`src/rtl/phase_duty_pkg.sv`:
```
// Package: shared types and defaults for the XOR phase duty meter.
// Assumes nothing beyond IEEE 1800-2017 packages.
package phase_duty_pkg;

    // Default count width: 2^20 exceeds a 1 ms gate at 150 MHz.
    localparam int unsigned DEF_CNT_W  = 20;
    // Default gate width: holds 150000 cycles.
    localparam int unsigned DEF_GATE_W = 18;

    // Window sequencer state.
    typedef enum logic {
        WIN_LOAD = 1'b0,
        WIN_RUN  = 1'b1
    } win_state_e;

endpackage

```
`src/rtl/pd_sync2.sv`:
```
// Module: pd_sync2
// Two-flop synchroniser for WIDTH independent single-bit asynchronous
// inputs. Assumes each bit is a level that is stable for more than one clock;
// there is no bus coherence between bits.
module pd_sync2 #(
    parameter int unsigned WIDTH = 2
) (
    input  logic             clk,
    input  logic             rst_n,
    input  logic [WIDTH-1:0] async_in,
    output logic [WIDTH-1:0] sync_out
);

    genvar b;
    generate
        for (b = 0; b < WIDTH; b++) begin : g_bit
            logic meta_q;
            logic stable_q;

            // Two-stage capture of one asynchronous bit.
            always_ff @(posedge clk) begin
                if (!rst_n) begin
                    meta_q   <= 1'b0;
                    stable_q <= 1'b0;
                end else begin
                    meta_q   <= async_in[b];
                    stable_q <= meta_q;
                end
            end

            assign sync_out[b] = stable_q;
        end
    endgenerate

endmodule

```
`src/rtl/pd_gate_timer.sv`:
```
// Module: pd_gate_timer
// Cuts time into back-to-back windows of gate_len cycles. The length is
// sampled into a shadow register once after reset and at every window
// close, so a change never shortens or stretches the running window.
// Lengths 0 and 1 both give one-cycle windows.
module pd_gate_timer
    import phase_duty_pkg::*;
#(
    parameter int unsigned GATE_W = DEF_GATE_W
) (
    input  logic              clk,
    input  logic              rst_n,
    input  logic [GATE_W-1:0] gate_len,
    output logic              win_open,
    output logic              win_end
);

    win_state_e        state_q;
    logic [GATE_W-1:0] len_q;
    logic [GATE_W-1:0] tick_q;
    logic              last_tick;

    // Last cycle of the window: short lengths close at once.
    always_comb begin
        last_tick = (len_q <= GATE_W'(1)) || (tick_q == (len_q - GATE_W'(1)));
    end

    assign win_open = (state_q == WIN_RUN);
    assign win_end  = win_open && last_tick;

    // Sequence loading, counting and closing of windows.
    always_ff @(posedge clk) begin
        if (!rst_n) begin
            state_q <= WIN_LOAD;
            len_q   <= '0;
            tick_q  <= '0;
        end else if (state_q == WIN_LOAD) begin
            state_q <= WIN_RUN;
            len_q   <= gate_len;
            tick_q  <= '0;
        end else if (last_tick) begin
            len_q   <= gate_len;
            tick_q  <= '0;
        end else begin
            tick_q  <= tick_q + GATE_W'(1);
        end
    end

endmodule

```
`src/rtl/pd_duty_counter.sv`:
```
// Module: pd_duty_counter
// Counts the cycles of an open window in which hit is high, with
// saturation at all-ones. At the window close it publishes the total,
// including the closing cycle, and raises a one-cycle strobe.
module pd_duty_counter
    import phase_duty_pkg::*;
#(
    parameter int unsigned CNT_W = DEF_CNT_W
) (
    input  logic             clk,
    input  logic             rst_n,
    input  logic             hit,
    input  logic             win_open,
    input  logic             win_end,
    output logic [CNT_W-1:0] high_count,
    output logic             count_valid
);

    localparam logic [CNT_W-1:0] CNT_MAX = {CNT_W{1'b1}};

    logic [CNT_W-1:0] acc_q;
    logic [CNT_W-1:0] acc_next;

    // Saturating increment of the running total.
    always_comb begin
        acc_next = (hit && (acc_q != CNT_MAX)) ? acc_q + CNT_W'(1) : acc_q;
    end

    // Accumulate inside the window and clear at its close.
    always_ff @(posedge clk) begin
        if (!rst_n) begin
            acc_q <= '0;
        end else if (!win_open || win_end) begin
            acc_q <= '0;
        end else begin
            acc_q <= acc_next;
        end
    end

    // Publish the total and the strobe at the window close.
    always_ff @(posedge clk) begin
        if (!rst_n) begin
            high_count  <= '0;
            count_valid <= 1'b0;
        end else begin
            count_valid <= win_end;
            if (win_end) begin
                high_count <= acc_next;
            end
        end
    end

endmodule

```
`src/rtl/pd_window_avg.sv`:
```
// Module: pd_window_avg
// Averages groups of 2^AVG_LOG2 published window counts by summing and
// shifting right. AVG_LOG2 = 0 selects a one-register pass-through.
// Assumes count_valid is a strobe and counts are unsigned.
module pd_window_avg
    import phase_duty_pkg::*;
#(
    parameter int unsigned CNT_W    = DEF_CNT_W,
    parameter int unsigned AVG_LOG2 = 2
) (
    input  logic             clk,
    input  logic             rst_n,
    input  logic [CNT_W-1:0] high_count,
    input  logic             count_valid,
    output logic [CNT_W-1:0] avg_count,
    output logic             avg_valid
);

    generate
        if (AVG_LOG2 == 0) begin : g_pass
            // Register each count unchanged.
            always_ff @(posedge clk) begin
                if (!rst_n) begin
                    avg_count <= '0;
                    avg_valid <= 1'b0;
                end else begin
                    avg_valid <= count_valid;
                    if (count_valid) begin
                        avg_count <= high_count;
                    end
                end
            end
        end else begin : g_avg
            localparam int unsigned SUM_W = CNT_W + AVG_LOG2;

            logic [SUM_W-1:0]    sum_q;
            logic [SUM_W-1:0]    sum_next;
            logic [AVG_LOG2-1:0] grp_q;

            // Running sum including the arriving count.
            always_comb begin
                sum_next = sum_q + SUM_W'(high_count);
            end

            // Collect the group and emit its mean on the last member.
            always_ff @(posedge clk) begin
                if (!rst_n) begin
                    sum_q     <= '0;
                    grp_q     <= '0;
                    avg_count <= '0;
                    avg_valid <= 1'b0;
                end else begin
                    avg_valid <= 1'b0;
                    if (count_valid) begin
                        if (&grp_q) begin
                            avg_count <= sum_next[SUM_W-1:AVG_LOG2];
                            avg_valid <= 1'b1;
                            sum_q     <= '0;
                            grp_q     <= '0;
                        end else begin
                            sum_q     <= sum_next;
                            grp_q     <= grp_q + AVG_LOG2'(1);
                        end
                    end
                end
            end
        end
    endgenerate

endmodule

```
`src/rtl/phase_duty_meter.sv`:
```
// Module: phase_duty_meter (top)
// Measures the phase offset of two square waves as the number of cycles,
// per gate window, in which their synchronised XOR is high. Optionally
// averages groups of windows. Assumes both inputs are clean logic-level
// squares, asynchronous to clk and slower than clk/2.
module phase_duty_meter
    import phase_duty_pkg::*;
#(
    parameter int unsigned CNT_W    = DEF_CNT_W,
    parameter int unsigned GATE_W   = DEF_GATE_W,
    parameter int unsigned AVG_LOG2 = 2
) (
    input  logic              clk,
    input  logic              rst_n,
    input  logic              ref_in,
    input  logic              lc_in,
    input  logic [GATE_W-1:0] gate_len,
    output logic [CNT_W-1:0]  high_count,
    output logic              count_valid,
    output logic [CNT_W-1:0]  avg_count,
    output logic              avg_valid
);

    logic [1:0] sync_pair;
    logic       xor_hit;
    logic       win_open;
    logic       win_end;

    pd_sync2 #(.WIDTH(2)) u_sync (
        .clk      (clk),
        .rst_n    (rst_n),
        .async_in ({lc_in, ref_in}),
        .sync_out (sync_pair)
    );

    // Phase detector: high while the two synchronised waves disagree.
    assign xor_hit = sync_pair[0] ^ sync_pair[1];

    pd_gate_timer #(.GATE_W(GATE_W)) u_gate (
        .clk      (clk),
        .rst_n    (rst_n),
        .gate_len (gate_len),
        .win_open (win_open),
        .win_end  (win_end)
    );

    pd_duty_counter #(.CNT_W(CNT_W)) u_count (
        .clk         (clk),
        .rst_n       (rst_n),
        .hit         (xor_hit),
        .win_open    (win_open),
        .win_end     (win_end),
        .high_count  (high_count),
        .count_valid (count_valid)
    );

    pd_window_avg #(.CNT_W(CNT_W), .AVG_LOG2(AVG_LOG2)) u_avg (
        .clk         (clk),
        .rst_n       (rst_n),
        .high_count  (high_count),
        .count_valid (count_valid),
        .avg_count   (avg_count),
        .avg_valid   (avg_valid)
    );

endmodule

```
`config.mk`:
```
export PLATFORM = sky130hd
export DESIGN_NAME = phase_duty_meter
export DESIGN_NICKNAME = d
export VERILOG_FILES = /design/src/rtl/phase_duty_pkg.sv /design/src/rtl/pd_sync2.sv /design/src/rtl/pd_gate_timer.sv /design/src/rtl/pd_duty_counter.sv /design/src/rtl/pd_window_avg.sv /design/src/rtl/phase_duty_meter.sv
export SDC_FILE = /design/constraint.sdc
export NUM_CORES = 1
export LEC_CHECK = 0
export BUFFER_PORTS_ARGS = -buffer_cell sky130_fd_sc_hd__buf_2
export CAP_MARGIN = 10
export CORE_MARGIN = 2
export CORE_UTILIZATION = 55
export CTS_CLUSTER_SIZE = 30
export DETAILED_ROUTE_END_ITERATION = 10
export PLACE_DENSITY = 0.86
export SETUP_SLACK_MARGIN = 0.02
export SYNTH_ARGS = -nofsm -noshare
export SYNTH_HDL_FRONTEND = slang
export SYNTH_SLANG_ARGS = --single-unit
```
`constraint.sdc`:
```
create_clock -name clk -period 3.7 [get_ports clk]
set_input_delay 0.555 -clock clk [delete_from_list [all_inputs] [get_ports clk]]
set_output_delay 0.555 -clock clk [all_outputs]
set_load 0.02 [all_outputs]
```
==> impl_metrics.ini <==
[floorplanning]
initial_core_util_pct = 56.27
io_pins = 64
die_w_um = 114.6
die_h_um = 114.6
die_area_um2 = 13140
coreArea_um2 = 11960
rows = 40

[timing]
fin_skew_ns = 0.004383
worst_slack_ns = 0.3991
tns_ns = 0
timing.final.crit_share_pct = 89.21
setup_viol = 0
min_period_ns = 3.301
slew_violations = 0
max_clock_freq_mhz = 302.9
worst_pin_slew_ns = 0.8371
fin_hold_ws_ns = 0.3475
relSlewSlack_pct = 44.19
rsz0062_at_grt = no
timing.final.hold_violations = 0

[final_layout]
layout_commonest_cell = dfxtp_1
area_delta_synth_final_pct = 14.41
nNetsFinal = 891
final_cell_mix = dfxtp_1, nand2_1, nor2_1
diodes = 0
fin_util_pct = 64.37
layout-drive-gt1-share_pct = 12.31

[synth]
synth_cell_types = 59
synthXorXnorAreaFrac_pct = 9.760
synthesis.area_um2 = 6730
synth_enable_flop_cells = 0
yosys_warnings = 0
synthFlopType = dfxtp_1
synth_top_family_by_area = simple AND/OR/NAND/NOR gates
synth-adder-area-share_pct = 4.945
synthSimpleGateAreaFrac_pct = 25.84
synth_mux_area_share_pct = 3.272
avgSynthCellArea_um2 = 8.476
ys_async_sr_fraction_pct = 0
ys_seq_elements = 127
syn_nets = 842
syn-instance-count = 794
synth_compound_area_share_pct = 15.02
ys_seq_area_share_pct = 37.78

[clock_tree]
cts_max_level = 4
worstSkewPairLatency_ns = 0.42
cts_inserted_buffers = 17
cts_tree = built
cts.clk_slew.worst_paths_ns = 0.05
cts_setup_buffers = 0
cts.path.max_buffers = 2
cts_root_buf = clkbuf_16
postCtsResizedCells = 0
clock-sinks = 127
holdBufCountCts = 0

[drt]
firstDrtPassIters = 5
wl_mm = 15.29
wl_per_cell_um = 15.29
vias_per_cell = 5.753
antenna_left = 0
first_iter_violations = 376
drc = 0
vias = 5753

[worst_setup_path]
worst_path_max_delay_cell = or4_1
reg2regPathDepth = 8
crit_fanout = 27
critPathArrivalTime_ns = 3.61
crit_buf_inv = 0
required_ns = 4.01
crit_type = reg2reg
critPathLaunchType = flop
worstSetupEndpointType = flop
slowest_delay_ns = 0.60
crit_chain = or4_4, or4_1, nor3_2, xnor2_1, nor4_4, nand4b_4, and3_4, and3_1
path_delay_family = simple AND/OR/NAND/NOR gates
path_depth = 8

[run]
drv_cap = 0

[global_routing]
grt_pass1_vias = 5336
grt_max_degree = 72
antenna_found_initial = 0
grt_pass1_wl_mm = 25.50
grt-ovfl-total = 0
track_usage_pct = 24.42

[power]
ir_worst_vdd_mv = 0.2667
leakagePower_nw = 3.273
power_density_nw_per_um2 = 424.4
power_w = 0.003268

[placement]
routabilityCongestion = 0.8830
port_buffers = 63
dp_hpwl_mm = 10.83
dpl_worst_slack_ns = 0.4287

[worst_hold_path]
hold_path_depth = 2
hold_class = in2reg

[status]
outcome = finished, final reports clean
==> worst paths after layout <==
check / start / endpoint / slack, ns
worst max register to register: u_gate.len_q[5] / u_gate.tick_q[1] / 0.40
worst min register to register: u_sync.g_bit[0].meta_q / u_sync.g_bit[0].stable_q / 0.43
worst min-delay path: ref_in / u_sync.g_bit[0].meta_q / 0.35
worst max-delay path: u_gate.len_q[5] / u_gate.tick_q[1] / 0.40
==> power breakdown <==
group / total [W] / leakage [nW] / internal, W / switching (W)
clock network: 0.00164 / 0.287 / 0.00106 / 0.000575
logic: 0.000214 / 1.96 / 0.0000863 / 0.000128
registers: 0.00141 / 1.03 / 0.00139 / 0.0000249
==> cells in the mapped netlist, drive strengths merged (5+ instances only) <==
library cell	instances	area (um2)
a21o	8	60.06
o21bai	6	45.04
ha	25	312.8
mux2i	22	220.2
o22ai	9	56.30
o211ai	6	45.04
dfxtp	127	2542
nor3	13	70.07
nor2b	19	118.9
xnor2	33	289.0
nand2b	7	43.79
clkbuf	34	127.6
nand3	31	155.2
and2	20	125.1
inv	18	67.56
nand4	13	81.33
a221o	17	170.2
xor2	42	367.9
o21a	5	37.54
or4	6	48.80
and3	27	173.9
a21boi	6	45.04
nor2	86	322.8
nand2	88	330.3
or3	7	43.79
o21ai	27	135.1
a21oi	31	155.2
a211oi	6	45.04
==> state kept, by name (all words and copies together), names as in the netlist, 18 cells and up <==
signal and count:
u_count.high_count 20, u_gate.tick_q 18, u_gate.len_q 18, u_avg.g_avg.sum_q 22, u_avg.avg_count 20, u_count.acc_q 20
==> area by class of cell <==
cell class / count / area [um2]
Inverter: 18 / 67.56
Sequential cell: 127 / 2542
Clock inverter: 6 / 82.58
Tap cell: 147 / 183.9
Timing Repair Buffer: 68 / 365.4
Clock buffer: 23 / 498.0
Multi-Input combinational cell: 611 / 3960
Fill cell: 946 / 4262
==> routing by layer <==
layer	track usage [%]	wire, um	vias up
met3	5.558	906	29
met1	32.41	7019	2657
met2	38.62	6967	167
met4	9.593	399	0
met5	0	0	-
li1	-	-	2900
==> cells by family after synthesis <==
family                     Yosys count
AOI/OAI and AO/OA                  146
xor gates and xnor gates            75
adders and majority gates           26
buffers and inverters               56
DFF                                127
muxes                               22
and+or+nand+nor                    342
==> worst register-to-register path, stage by stage (launching register included) <==
cell      delay, ns
dfxtp_1        0.35
or4_4          0.58
or4_1          0.60
nor3_2         0.21
xnor2_1        0.14
nor4_4         0.34
nand4b_4       0.33
and3_4         0.43
and3_1         0.23
==> per-stage QoR <==
stage | instance area [um2] | cells
finish | 7700 | 1000
global route | 7700 | 1000
CTS | 7700 | 1000
detailed placement | 7119 | 971
global placement | 7119 | 971
floorplan | 6730 | 794
(Power assumes the default switching activity.)
